## src/rtl/qxfer_pkg.sv

```systemverilog
package qxfer_pkg;
  typedef enum logic [1:0] {
    ST_IDLE = 2'd0,
    ST_READ = 2'd1,
    ST_WRITE = 2'd2,
    ST_ACK = 2'd3
  } xferState_t;

  typedef struct packed {
    logic readPhase;
    logic capture;
    logic step;
    logic load;
  } dpStrb_t;

  localparam logic [1:0] CFG_CTRL  = 2'd0;
  localparam logic [1:0] CFG_START = 2'd1;
  localparam logic [1:0] CFG_PERIPH = 2'd2;
  localparam logic [1:0] CFG_LEN   = 2'd3;
endpackage

```

## src/rtl/qxfer_dp.sv

```systemverilog
module qxfer_dp
  import qxfer_pkg::*;
#(
  parameter int ADDR_W = 32,
  parameter int LEN_W = 8
) (
  input  logic              clk,
  input  logic              rstN,
  input  logic              cfgWe,
  input  logic [1:0]        cfgAddr,
  input  logic [ADDR_W-1:0] cfgWdata,
  input  dpStrb_t           strb,
  input  logic [31:0]       memRdata,
  output logic [ADDR_W-1:0] memAddr,
  output logic [31:0]       memWdata,
  output logic              memHalf,
  output logic              endReload,
  output logic              lastElem
);
  localparam logic [ADDR_W-1:0] STEP_CMD = ADDR_W'(4);
  localparam logic [ADDR_W-1:0] STEP_RES = ADDR_W'(2);

  logic              modeResult;
  logic [ADDR_W-1:0] queueStart;
  logic [ADDR_W-1:0] periphAddr;
  logic [LEN_W-1:0]  queueLen;
  logic [ADDR_W-1:0] ptr;
  logic [LEN_W-1:0]  remain;
  logic [31:0]       holdBuf;

  always_ff @(posedge clk or negedge rstN) begin
    if (!rstN) begin
      modeResult <= 1'b0;
      endReload  <= 1'b0;
      queueStart <= '0;
      periphAddr <= '0;
      queueLen   <= '0;
    end else if (cfgWe) begin
      case (cfgAddr)
        CFG_CTRL: begin
          modeResult <= cfgWdata[1];
          endReload  <= cfgWdata[2];
        end
        CFG_START:  queueStart <= cfgWdata;
        CFG_PERIPH: periphAddr <= cfgWdata;
        default:    queueLen <= cfgWdata[LEN_W-1:0];
      endcase
    end
  end

  always_ff @(posedge clk or negedge rstN) begin
    if (!rstN) begin
      ptr     <= '0;
      remain  <= '0;
      holdBuf <= '0;
    end else begin
      if (strb.load) begin
        ptr    <= queueStart;
        remain <= queueLen;
      end else if (strb.step) begin
        ptr    <= ptr + (modeResult ? STEP_RES : STEP_CMD);
        remain <= remain - 1'b1;
      end
      if (strb.capture) holdBuf <= memRdata;
    end
  end

  always_comb begin
    if (strb.readPhase) memAddr = modeResult ? periphAddr : ptr;
    else                memAddr = modeResult ? ptr : periphAddr;
    memWdata = modeResult ? {16'h0000, holdBuf[15:0]} : holdBuf;
    memHalf  = modeResult;
    lastElem = (remain == LEN_W'(1));
  end

  assert_ptr_hold_R3 : assert property (@(posedge clk) disable iff (!rstN)
    !(strb.step || strb.load) |=> $stable(ptr));
  assert_count_hold_R7 : assert property (@(posedge clk) disable iff (!rstN)
    !(strb.step || strb.load) |=> $stable(remain));
endmodule

```

## src/rtl/qxfer_ctrl.sv

```systemverilog
module qxfer_ctrl
  import qxfer_pkg::*;
#(
  parameter int ADDR_W = 32
) (
  input  logic              clk,
  input  logic              rstN,
  input  logic              cfgWe,
  input  logic [1:0]        cfgAddr,
  input  logic [ADDR_W-1:0] cfgWdata,
  input  logic              perReq,
  input  logic              memRdy,
  input  logic              endReload,
  input  logic              lastElem,
  output dpStrb_t           strb,
  output logic              perAck,
  output logic              memReq,
  output logic              memWe,
  output logic              chanEnabled,
  output logic              chanDone
);
  xferState_t state, stateNext;
  logic pending, pendingNext;
  logic enableNext, doneNext;
  logic ctrlWrite, writeDone;

  always_comb begin
    ctrlWrite = cfgWe && (cfgAddr == CFG_CTRL);
    writeDone = (state == ST_WRITE) && memRdy;
    strb = '0;
    strb.readPhase = (state == ST_READ);
    strb.capture = (state == ST_READ) && memRdy;
    enableNext = chanEnabled;
    doneNext = chanDone;
    if (writeDone) begin
      if (lastElem && endReload) strb.load = 1'b1;
      else strb.step = 1'b1;
      if (lastElem && !endReload) begin
        enableNext = 1'b0;
        doneNext = 1'b1;
      end
    end
    if (ctrlWrite) begin
      enableNext = cfgWdata[0];
      if (cfgWdata[0]) begin
        strb.load = 1'b1;
        strb.step = 1'b0;
        doneNext = 1'b0;
      end
    end

    stateNext = state;
    case (state)
      ST_IDLE:  if (chanEnabled && pending) stateNext = ST_READ;
      ST_READ:  if (memRdy) stateNext = ST_WRITE;
      ST_WRITE: if (memRdy) stateNext = ST_ACK;
      default:  stateNext = ST_IDLE;
    endcase
    if (!enableNext && state != ST_WRITE && state != ST_ACK) stateNext = ST_IDLE;
    if (ctrlWrite && !cfgWdata[0] && state == ST_WRITE) stateNext = ST_IDLE;

    pendingNext = enableNext &&
      (perReq || (pending && !(state == ST_IDLE && chanEnabled)));

    memReq = (state == ST_READ) || (state == ST_WRITE);
    memWe = (state == ST_WRITE);
    perAck = (state == ST_ACK);
  end

  always_ff @(posedge clk or negedge rstN) begin
    if (!rstN) begin
      state       <= ST_IDLE;
      pending     <= 1'b0;
      chanEnabled <= 1'b0;
      chanDone    <= 1'b0;
    end else begin
      state       <= stateNext;
      pending     <= pendingNext;
      chanEnabled <= enableNext;
      chanDone    <= doneNext;
    end
  end

  assert_ack_after_write_R9 : assert property (@(posedge clk) disable iff (!rstN)
    perAck |-> $past(memReq && memWe && memRdy));
  assert_ack_pulse_R9 : assert property (@(posedge clk) disable iff (!rstN)
    perAck |=> !perAck);
  assert_no_access_disabled_R8 : assert property (@(posedge clk) disable iff (!rstN)
    (memReq && !memWe) |-> chanEnabled);
  assert_done_stops_R6 : assert property (@(posedge clk) disable iff (!rstN)
    chanDone |-> !chanEnabled);
endmodule

```

## src/rtl/qxfer_chan.sv

```systemverilog
module qxfer_chan
  import qxfer_pkg::*;
#(
  parameter int ADDR_W = 32,
  parameter int LEN_W = 8
) (
  input  logic              clk,
  input  logic              rstN,
  input  logic              cfgWe,
  input  logic [1:0]        cfgAddr,
  input  logic [ADDR_W-1:0] cfgWdata,
  input  logic              perReq,
  output logic              perAck,
  output logic              memReq,
  output logic              memWe,
  output logic              memHalf,
  output logic [ADDR_W-1:0] memAddr,
  output logic [31:0]       memWdata,
  input  logic [31:0]       memRdata,
  input  logic              memRdy,
  output logic              chanEnabled,
  output logic              chanDone
);
  dpStrb_t strb;
  logic endReload;
  logic lastElem;

  qxfer_ctrl #(.ADDR_W(ADDR_W)) u_ctrl (
    .clk(clk), .rstN(rstN), .cfgWe(cfgWe), .cfgAddr(cfgAddr),
    .cfgWdata(cfgWdata), .perReq(perReq), .memRdy(memRdy),
    .endReload(endReload), .lastElem(lastElem), .strb(strb),
    .perAck(perAck), .memReq(memReq), .memWe(memWe),
    .chanEnabled(chanEnabled), .chanDone(chanDone)
  );

  qxfer_dp #(.ADDR_W(ADDR_W), .LEN_W(LEN_W)) u_dp (
    .clk(clk), .rstN(rstN), .cfgWe(cfgWe), .cfgAddr(cfgAddr),
    .cfgWdata(cfgWdata), .strb(strb), .memRdata(memRdata),
    .memAddr(memAddr), .memWdata(memWdata), .memHalf(memHalf),
    .endReload(endReload), .lastElem(lastElem)
  );
endmodule

```

## config.mk

```make
export PLATFORM = sky130hd
export DESIGN_NAME = qxfer_chan
export DESIGN_NICKNAME = d
export VERILOG_FILES = /design/src/rtl/qxfer_pkg.sv /design/src/rtl/qxfer_dp.sv /design/src/rtl/qxfer_ctrl.sv /design/src/rtl/qxfer_chan.sv
export SDC_FILE = /design/constraint.sdc
export NUM_CORES = 1
export LEC_CHECK = 0
export BUFFER_PORTS_ARGS = -buffer_cell sky130_fd_sc_hd__buf_2
export CORE_MARGIN = 2
export CORE_UTILIZATION = 35
export CTS_CLUSTER_DIAMETER = 60
export CTS_CLUSTER_SIZE = 40
export DETAILED_ROUTE_END_ITERATION = 8
export PLACE_DENSITY_LB_ADDON = 0.05
export SYNTH_ARGS = -nofsm -noshare
export SYNTH_HDL_FRONTEND = slang
export SYNTH_SLANG_ARGS = --single-unit
```

## constraint.sdc

```tcl
create_clock -name clk -period 2.9 [get_ports clk]
set_input_delay 0.58 -clock clk [delete_from_list [all_inputs] [get_ports clk]]
set_output_delay 0.58 -clock clk [all_outputs]
set_load 0.02 [all_outputs]
```

**Word-level counts from Yosys, hierarchy flattened**

Cells that the tools add are included.

- Flip-flop bits (word level): 151
- Output and inout bits: 70

- Add/subtract/negate cells: 2
- Equal/unequal tests: 11
- Muxes and demuxes: 27
- Bitwise operators: 1
- Reductions and logical operators: 28

Operators with widths:

| cell | number |
|---|---|
| $mux W32 | 6 |
| $add A32 B32 Y32 | 1 |
| $mux W2 | 8 |
| $mux W8 | 2 |
| $logic_and A1 B1 Y1 | 13 |
| $mux W1 | 9 |
| $eq A8 B1 Y1 const B | 1 |
| $ne A4 B1 Y1 const B | 2 |
| $reduce_and A2 Y1 | 4 |
| $sub A8 B1 Y8 const B | 1 |
| $eq A2 B2 Y1 const B | 3 |
| $pmux W2 S3 | 1 |
| $eq A2 B1 Y1 const B | 2 |
| $logic_not A1 Y1 | 4 |
| $logic_not A2 Y1 | 2 |
| $ne A2 B2 Y1 const B | 2 |
| $ne A4 B2 Y1 const B | 1 |
| $mux W3 | 1 |
| $reduce_and A3 Y1 | 1 |
| $reduce_or A3 Y1 | 1 |
| $logic_or A1 B1 Y1 | 2 |
| $reduce_bool A2 Y1 | 1 |
| $not A1 Y1 | 1 |

**Logic depth before layout (Yosys ltp)**

Gate-level depths: netlist of run 1.

- Depth after elaboration: 10
- Mapped depth: 9
- Gate-level depth less buffers: 7

**Hierarchy**

From an unflattened synthesis of run 1, not the netlist that was laid out.

- Cells, all modules: 582
- Area, all modules: 7115.6 um2

By module, submodules not included:

| module | instances | cells each | area each (um2) |
|---|---|---|---|
| qxfer_dp | 1 | 543 | 6751.5 |
| qxfer_ctrl | 1 | 39 | 364.1 |

**Worst setup path after synthesis of run 1**

OpenSTA, ideal clock, no wires.

- Path kind: reg2out
- From: register u_dp.modeResult, in the netlist u_dp.memHalf
- To: output memAddr[10]
- Data arrival time: 1907 ps
- Data required time: 2320 ps
- Setup slack: 413 ps
- Cell stages (with the launch flop): 5
- Cell sequence: dfrtp_1 -> clkbuf_1 -> xnor2_1 -> clkbuf_1 -> mux2_2

- Longest elaborated chain between the ends: 2

RTL lines:

| item | line | source |
|---|---|---|
| start, declared | qxfer_dp.sv:23 | `logic modeResult;` |
| start signal, assigned | qxfer_dp.sv:41 | `modeResult <= cfgWdata[1];` |
| $mux W32, on equally long branches | qxfer_dp.sv:70, qxfer_dp.sv:69 |  |
| $mux W32 (*) | qxfer_dp.sv:69 | `if (strb.readPhase) memAddr = modeResult ? periphAddr : ptr;` |
| end, declared | qxfer_chan.sv:17 | `output logic [ADDR_W-1:0] memAddr,` |

Mark *: on every way between the ends. The rest lies on a longest branch, timed or not.

**Final worst setup path of run 1**

- From: register u_ctrl.state[1]
- To: output memAddr[8]

- Longest elaborated chain between the ends: 2

RTL lines:

| item | line | source |
|---|---|---|
| start, declared | qxfer_ctrl.sv:22 | `xferState_t state, stateNext;` |
| start signal, assigned | qxfer_ctrl.sv:77 | `state <= stateNext;` |
| $eq A2 B1 Y1 | qxfer_ctrl.sv:31 | `strb.readPhase = (state == ST_READ);` |
| $mux W32 | qxfer_dp.sv:69 |  |

No other way between the ends.

==> results of run 1 <==
==> synth_stat cells (4+ instances only) <==
| cell | instances | area (um2) |
|---|---|---|
| a31oi_1 | 10 | 62.56 |
| nor2b_1 | 18 | 112.6 |
| nand2_1 | 40 | 150.1 |
| buf_2 | 9 | 45.04 |
| o21a_1 | 4 | 30.03 |
| o21ai_0 | 36 | 180.2 |
| o22ai_1 | 5 | 31.28 |
| buf_4 | 16 | 120.1 |
| nand4_1 | 11 | 68.82 |
| nor4_1 | 4 | 25.02 |
| a21oi_1 | 41 | 205.2 |
| mux2_2 | 132 | 1486 |
| nand2b_1 | 5 | 31.28 |
| buf_1 | 4 | 15.01 |
| a2bb2oi_1 | 4 | 35.03 |
| o22a_1 | 7 | 61.31 |
| nand3_1 | 29 | 145.1 |
| nor3_1 | 8 | 40.04 |
| nor2_1 | 28 | 105.1 |
| inv_1 | 9 | 33.78 |
| ha_1 | 9 | 112.6 |
| a22oi_1 | 4 | 30.03 |
| dfrtp_1 | 151 | 3779 |
| clkbuf_1 | 27 | 101.4 |
==> area by class of cell <==
type,instances,share of cell area (%)
multi-input cells,441,36.56
flip-flops and latches,151,41.58
clock buffers,20,5.136
clock inverters,12,2.423
repair buffers,162,10.15
inverters,9,0.3717
well taps,275,3.786
==> cell families after synthesis <==
| kind of cell | Yosys count |
|---|---|
| fa+ha+maj | 10 |
| simple gates | 165 |
| buf+inv | 65 |
| mux | 132 |
| flops | 151 |
| xor+xnor | 1 |
| compound gates | 133 |
==> flip-flops by register name, indices dropped and copies added, names as in the netlist <==
register	count
u_dp.memHalf	1
u_ctrl.state	2
u_dp.queueLen	8
u_ctrl.chanDone	1
u_dp.periphAddr	32
u_dp.remain	8
u_dp.endReload	1
u_dp.holdBuf	32
u_ctrl.pending	1
u_dp.ptr	32
u_dp.queueStart	32
u_ctrl.chanEnabled	1
==> path summary, 6_finish.rpt <==
path	slack [ns]	endpoint	start
max	0.17	memAddr[8]	u_ctrl.state[1]$_DFFE_PN0P_
min in group clk	0.38	u_ctrl.pending$_DFF_PN0_	perReq
min reg2reg	0.48	u_dp.periphAddr[0]$_DFFE_PN0P_	u_dp.periphAddr[0]$_DFFE_PN0P_
max reg2reg	0.43	u_dp.ptr[18]$_DFFE_PN0P_	u_dp.remain[1]$_DFFE_PN0P_
min	0.05	u_dp.holdBuf[25]$_DFFE_PN0P_	rstN
max in group asynchronous	2.06	u_dp.ptr[29]$_DFFE_PN0P_	rstN
==> layer usage <==
| layer | GRT usage, % | up-vias | share of wire, % |
|---|---|---|---|
| met5 | 0 | - | 0 |
| met4 | 5.857 | 0 | 1.5 |
| met3 | 3.567 | 21 | 4.7 |
| met2 | 27.09 | 147 | 47 |
| met1 | 22.53 | 2734 | 47 |
| li1 | - | 2621 | - |
==> worst max-delay path, delay by kind of cell, from the launching register on <==
family / cells / cell delay (ns)
mux: 1 / 0.37
xor+xnor: 1 / 0.15
buf+inv: 3 / 0.52
flops: 1 / 0.41
fa+ha+maj: 1 / 0.25
==> power breakdown <==
part	leakage, nW	total, mW	internal, mW	switching [mW]
logic	1.91	2.07	0.962	1.11
clock network	0.336	2.57	1.68	0.890
registers	1.85	3.02	2.65	0.379
total	4.10	7.67	5.29	2.38
==> stage by stage <==
step	worst slack (ns)	cell area, um2
after floorplan	0.4127	7407
after global placement	0.4875	8401
after detailed placement	0.4472	8401
after CTS	0.1163	9087
after global routing	0.05575	9087
final	0.1734	9087
==> impl_results.md, run 1 <==
- Outcome: completed
- Slowest CP cell: dfrtp_1
- Largest net degree at the start of global routing: 79
- Final hold vios: 0
- Max Cap Viol: 0
- Ys Warns: 0
- Routed vias/inst: 5.162
- H-tree depth: 4
- Setup tns final: 0 ns
- Commonest non-fill, non-tap cells in the layout: 151 x dfrtp_1, 139 x buf_2, 132 x mux2_2
- CP Cell Sequence: inv_1, ha_1, xnor2_2, buf_12, mux2_2, buf_2
- Post-Synth XOR/XNOR Area: 0.1182%
- Worst slew margin: 47.76%
- Synth cell types: 52
- CTS Hold Bufs: 0
- Final Power: 7.669 mW
- Post-layout util: 43.50%
- Pwr dens: 843.9 nW/um2
- # clock sinks: 151
- Static Leakage: 4.101 nW
- Clock skew: 0.005669 ns
- Critical Path Start Type: register
- Detail Placement HPWL: 12400 um
- Clock-pin slew on the worst setup and hold paths: 0.06 ns
- Async set-reset flop share out of synthesis: 100.0%
- Die height: 149.5 um
- Syn Nets: 738
- Maximum vdd drop: 0.0004121 V
- Vias in the first global route: 5558
- Clk_lat worst skew: 0.43 ns
- Routed wire length: 18170 um
- Routed WL per cell: 16.98 um
- RePlAce Congestion: 0.8078
- Simple-Gate Fraction of Synth Area: 11.52%
- CP endpoint kind: output port
- Main synth FF type: dfrtp_1
- Non-Filler Instances: 1070
- Main combinational cell family by area after synthesis: multiplexers
- Hold WS: 0.04791 ns
- HP Class: in2async
- Pre-antenna DRT Iters: 4
- Area taken by flip-flops and latches: 3779 um2
- CORE AREA: 20890 um2
- Initial core utilization: 35.46%
- Area Overhead vs Synth: 22.69%
- Final Setup Violations: 0
- Sequential area share after synthesis: 51.01%
- Slew at the pin with the worst max-slew slack: 0.7836 ns
- Row count: 53
- Post-cts resize count: 0
- Total number of vias: 5523
- I/O Buffers: 140
- Longest Clk Path Bufs: 2
- #FFs+latches synth: 151
- TritonCTS clock tree: yes
- Cell count after synthesis: 657
- Period minus WS final: 2.727 ns
- Post-CTS Setup Inserts: 0
- Unrepaired setup endpoints after global routing: no
- WS Path Type: reg2out
- Fillers: 2022
- Fmax: 366.8 MHz
- Post-Place Cells: 1038
- CTS root buffer: clkbuf_16
- # DRC: 0
- Fin. max-slew vios: 0
- Nets@finish: 863
- Overall Global Routing Usage: 16.83%
- Antenna Cells: 0
- Data required, critical path: 2.32 ns
- Number of flops mapped to enable cells by yosys: 0
- Syn avg cell area: 11.27 um2
- Multi-input gate area: 3322 um2
- Initial DRC count: 291
- Gr ovfl total: 0
- Mux cell area share after synthesis: 20.07%
- Io pins: 141
- Inserted Clock Buffers: 17
- Initial antenna violation count: 0
- Global-route wire length before repair: 29490 um
- Peak fanout along the critical path: 34
- Cells on worst reg2reg path: 8
- Share of post-route cells with drive strength above 1: 42.14%
- DRT antenna net count: 0
- Post-synthesis compound-gate area fraction: 11.23%
- Worst path max stage delay: 0.41 ns
- Fin crit share: 94.02%
- Crit path DAT: 2.15 ns
- Die Wd: 149.5 um
- Cell Area, Synth: 7407 um2
- Commonest non-fill, non-tap cell in the layout: dfrtp_1
- Die Area: 22340 um2
- Adder-Cell Fraction of Synth Area: 1.791%
Power figures use the tool's default switching activity.
==> inputs of run 2 (changes only) <==
REMOVE_ABC_BUFFERS = 1   (was not set)
==> run 2 against run 1 <==
Net effect:
- critical path depth is 1 higher
- via count is 0.42% higher
- sequential share of layout area is 0.42 points lower
- sequential cell count stayed put
- fmax is 1.2% lower
- largest cell class unchanged
==> impl_results.md, run 2 (synthesis results as in run 1) <==
- Outcome: completed
- Setup tns final: 0 ns
- # DRC: 0
- Commonest non-fill, non-tap cells in the layout: 151 x dfrtp_1, 139 x buf_2, 132 x mux2_2
- H-tree depth: 4
- Final Power: 7.844 mW
- Final WS setup: 0.1413 ns
- Clock-pin slew on the worst setup and hold paths: 0.06 ns
- Period minus WS final: 2.759 ns
- Maximum vdd drop: 0.0003842 V
- HP Class: in2async
- Gr ovfl total: 0
- Routed vias/inst: 5.164
- CP endpoint kind: output port
- Nets@finish: 869
- Post-Layout Inst Area: 9181 um2
- Place WS: 0.003673 ns
- Die height: 149.5 um
- Global-route wire length before repair: 31020 um
- Commonest non-fill, non-tap cell in the layout: dfrtp_1
- Final hold vios: 0
- Unrepaired setup endpoints after global routing: no
- Post-Place Cells: 1041
- Total number of vias: 5546
- Largest net degree at the start of global routing: 70
- Overall Global Routing Usage: 17.86%
- DRT antenna net count: 0
- Initial DRC count: 331
- Final Setup Violations: 0
- Io pins: 141
- Critical Path Start Type: register
- WS Path Type: reg2out
- Routed wire length: 18990 um
- CORE AREA: 20890 um2
- Cell area after placement: 8436 um2
- Area taken by flip-flops and latches: 3779 um2
- Pre-antenna DRT Iters: 5
- Area Overhead vs Synth: 23.95%
- Fillers: 2004
- Vias in the first global route: 5800
- Detail Placement HPWL: 13030 um
- # clock sinks: 151
- Pwr dens: 854.4 nW/um2
- Initial antenna violation count: 0
- Crit path DAT: 2.18 ns
- RePlAce Congestion: 0.7960
- Max Cap Viol: 0
- Non-Filler Instances: 1074
- Slew at the pin with the worst max-slew slack: 0.6862 ns
- I/O Buffers: 140
- Multi-input gate area: 3336 um2
- Die Area: 22340 um2
- Inserted Clock Buffers: 17
- Longest Clk Path Bufs: 2
- Peak fanout along the critical path: 13
- Initial core utilization: 35.46%
- Post-layout util: 43.95%
- Hold WS: 0.1589 ns
- Antenna Cells: 0
- Fin. max-slew vios: 0
- Static Leakage: 4.148 nW
- Fin crit share: 95.13%
- TritonCTS clock tree: yes
- Worst slew margin: 54.16%
- Routed WL per cell: 17.68 um
- CTS root buffer: clkbuf_16
- Share of post-route cells with drive strength above 1: 42.55%
- Row count: 53
- Clock skew: 0.007807 ns
- Clk_lat worst skew: 0.42 ns
- Die Wd: 149.5 um
- Data required, critical path: 2.32 ns
- Fmax: 362.5 MHz
==> run 2: cell count changes in the layout (fill, tap and decap cells not counted) <==
| cell | change |
|---|---|
| buf_12 | +1 |
| buf_4 | +5 |
| bufinv_16 | +1 |
| clkbuf_8 | +2 |
| clkinv_2 | -2 |
| clkinv_4 | -1 |
| clkinvlp_4 | -1 |
| ha_1 | -1 |
| ha_2 | +1 |
| inv_6 | -1 |
| xnor2_2 | -1 |
| xnor2_4 | +1 |
==> run 2: path summary, 6_finish.rpt <==
check / start / end / slack, ns / cells after the start
max: u_ctrl.state[1]$_DFFE_PN0P_ / memAddr[13] / 0.14 / 7
min: rstN / u_dp.holdBuf[17]$_DFFE_PN0P_ / 0.16 / 1
max reg2reg: u_dp.memHalf$_DFFE_PN0N_ / u_dp.ptr[29]$_DFFE_PN0P_ / 0.33 / 9
min reg2reg: u_dp.ptr[0]$_DFFE_PN0P_ / u_dp.ptr[0]$_DFFE_PN0P_ / 0.48 / 2
max in group asynchronous: rstN / u_ctrl.state[0]$_DFFE_PN0P_ / 1.97 / 2
min in group clk: perReq / u_ctrl.pending$_DFF_PN0_ / 0.38 / 2
==> run 2: timing repair <==
item                                   CTS  global route
endpoints found under the hold margin    0             0
setup endpoints to repair               32             2
hold buffers                             0             0
gates resized for setup                  1             1
setup buffers                            3             0
pin swaps                                1             0
==> run 2: report_power, final <==
part           leakage [nW]  switching (mW)  internal, mW
clock                 0.348           0.862          1.81
combinational          1.95            1.14         0.997
sequential             1.85           0.397          2.65
total                  4.15            2.39          5.45
==> run 2: layer usage <==
metal	vias to the layer above	global-route usage [%]	share of wire, %
li1	2632	-	-
met1	2769	23.84	46
met2	132	29.17	48
met3	13	3.994	4.5
met4	0	5.238	1.4
met5	-	0	0
==> run 2: final cells by class <==
class | count | share of cell area [%]
Sequential cell | 151 | 41.16
Tap cell | 275 | 3.748
Inverter | 9 | 0.3679
Clock buffer | 22 | 5.383
Multi-Input combinational cell | 441 | 36.33
Clock inverter | 8 | 2.344
Timing Repair Buffer | 168 | 10.67
==> run 2: critical path: stages, from the launching register on <==
cell and delay, ns:
dfrtp_1 0.41, inv_1 0.13, ha_2 0.27, xnor2_4 0.14, buf_4 0.17, buf_12 0.14
mux2_2 0.33, buf_2 0.16
==> inputs of run 3 (changes only) <==
PLACE_DENSITY = 0.53   (was not set)
PLACE_DENSITY_LB_ADDON = not set   (was 0.05)
==> run 3 against run 2 <==
Net effect:
- clock skew grew 0.0070 ns
- sequential share of layout area grew 0.74 points
- worst setup slack gained 0.026 ns
- clock power shrank 12%
- highest routed layer unchanged
- critical path depth shrank 1
- fmax grew 0.97%
- cell count shrank 0.74%
- global-route usage shrank 0.93 points
- sequential power is essentially flat
- register-to-register slack gained 0.12 ns
- utilization shrank 0.77 points
==> impl_results.md, run 3 (synthesis results as in run 1) <==
- Outcome: completed
- Detail Placement HPWL: 12730 um
- Worst slew margin: 55.62%
- Post-Layout Inst Area: 9020 um2
- Initial core utilization: 35.46%
- Vias in the first global route: 5670
- Initial antenna violation count: 0
- DRT antenna net count: 0
- Nets@finish: 862
- H-tree depth: 4
- Maximum vdd drop: 0.0004165 V
- Inserted Clock Buffers: 17
- Overall Global Routing Usage: 16.93%
- Final Power: 7.487 mW
- RePlAce Congestion: 0.8099
- Fmax: 366.0 MHz
- HP Class: in2async
- Sw frac: 31.57%
- Reg2reg setup slack: 0.45 ns
- Max Cap Viol: 0
- # DRC: 0
- Data required, critical path: 2.32 ns
- CP Cell Sequence: inv_1, ha_1, xnor2_2, buf_12, mux2_2, buf_2
- Share of post-route cells with drive strength above 1: 41.85%
- CTS root buffer: clkbuf_16
- Area Overhead vs Synth: 21.77%
- Longest Clk Path Bufs: 2
- Routed wire length: 18180 um
- Die Wd: 149.5 um
- Reg power frac: 40.5%
- Commonest non-fill, non-tap cells in the layout: 151 x dfrtp_1, 139 x buf_2, 132 x mux2_2
- Post-cts resize count: 0
- Worst path max stage delay: 0.39 ns
- Slowest CP cell: dfrtp_1
- Unrepaired setup endpoints after global routing: no
- WS Path Type: reg2out
- Internal: 5.123 mW
- Total number of vias: 5553
- Total net switching power: 2.363 mW
- Final Setup Violations: 0
- FF-to-FF Start: u_dp.remain[1]$_DFFE_PN0P_
- Row count: 53
- Static Leakage: 4.065 nW
- I/O Buffers: 140
- Fin crit share: 94.22%
- Gr ovfl total: 0
- Critical Path Start Type: register
- Final hold vios: 0
- R2R Path End: u_dp.ptr[14]$_DFFE_PN0P_
- CTS Hold Bufs: 0
- # clock sinks: 151
- Slew at the pin with the worst max-slew slack: 0.6621 ns
- Part of the power in the clock network: 31.4%
- Pwr dens: 830.0 nW/um2
- Post-CTS Setup Inserts: 0
- Clock-pin slew on the worst setup and hold paths: 0.06 ns
- Crit path DAT: 2.15 ns
- Cells on worst reg2reg path: 8
- Die Area: 22340 um2
- Fin. max-slew vios: 0
- Clock skew: 0.01484 ns
- CORE AREA: 20890 um2
- Pre-antenna DRT Iters: 4
- TritonCTS clock tree: yes
- Global-route wire length before repair: 29720 um
- Peak fanout along the critical path: 34
- Post-layout util: 43.18%
- Routed WL per cell: 17.06 um
- Fillers: 2000
- Comb pwr share: 28.1%
- Antenna Cells: 0
- Die height: 149.5 um
- CP endpoint kind: output port
- Routed vias/inst: 5.209
- Cell area after placement: 8393 um2
- Io pins: 141
- Largest net degree at the start of global routing: 64
- Period minus WS final: 2.732 ns
- Clk_lat worst skew: 0.43 ns
- Initial DRC count: 365
- Commonest non-fill, non-tap cell in the layout: dfrtp_1
run 3: changes by cell type in the layout (fill, tap and decap cells not counted), sizes merged:
cell,change
buf,-7
bufinv,-3
clkinv,+2
clkbuf,-1
clkinvlp,+1
run 3: layout make-up:
cell class                      count  area, um2  area share (%)
Timing Repair Buffer              161      914.6           10.14
Multi-Input combinational cell    441       3322           36.83
Clock buffer                       21      480.5           5.327
Clock inverter                      8      146.4           1.623
Sequential cell                   151       3779           41.89
Inverter                            9      33.78          0.3745
Tap cell                          275      344.1           3.815
run 3: stage by stage:
| stage | hold WS, ns | setup slack, ns | instances | TNS, ns |
|---|---|---|---|---|
| floorplan | 0.2844 | -0.7624 | 601 | -20.07 |
| global placement | 0.4637 | 0.5336 | 1037 | 0 |
| detailed placement | 0.4678 | 0.4744 | 1037 | 0 |
| CTS | 0.1607 | 0.1224 | 1066 | 0 |
| global route | 0.1814 | 0.05222 | 1066 | 0 |
| finish | 0.1399 | 0.1676 | 1066 | 0 |
run 3: power by group through the flow:
| stage | clock, mW | combinational, mW | sequential [mW] |
|---|---|---|---|
| after floorplan | 0 | 1.35 | 3.08 |
| after global placement | 0 | 2.09 | 3.04 |
| after detailed placement | 0 | 2.12 | 3.06 |
| after CTS | 2.41 | 2.14 | 3.03 |
| after global routing | 2.51 | 2.31 | 3.10 |
| final | 2.35 | 2.10 | 3.03 |
run 3: worst max path at each step:
stage | from | end | slack (ns) | depth (start not counted)
global placement | u_dp.remain[1]$_DFFE_PN0P_ | u_dp.ptr[14]$_DFFE_PN0P_ | 0.53 | 8
CTS | u_ctrl.state[1]$_DFFE_PN0P_ | memAddr[7] | 0.12 | 6
global route | u_ctrl.state[1]$_DFFE_PN0P_ | memAddr[7] | 0.05 | 6
finish | u_ctrl.state[1]$_DFFE_PN0P_ | memAddr[7] | 0.17 | 6
floorplan | u_dp.memHalf$_DFFE_PN0N_ | memAddr[3] | -0.76 | 2
detailed placement | u_dp.remain[1]$_DFFE_PN0P_ | u_dp.ptr[16]$_DFFE_PN0P_ | 0.47 | 8
run 3: per-layer routing:
layer | share of wire [%] | global-route usage (%)
met3 | 3.6 | 3.537
met2 | 49 | 27.50
met5 | 0 | 0
met1 | 46 | 22.80
met4 | 1.1 | 5.190
run 3: critical path: cells and delay by family, from the launching register on:
family,cells,cell delay (ns)
buffers and inverters,3,0.50
multiplexers,1,0.38
adder cells (fa/ha/maj),1,0.24
flip-flops,1,0.39
XOR/XNOR,1,0.19
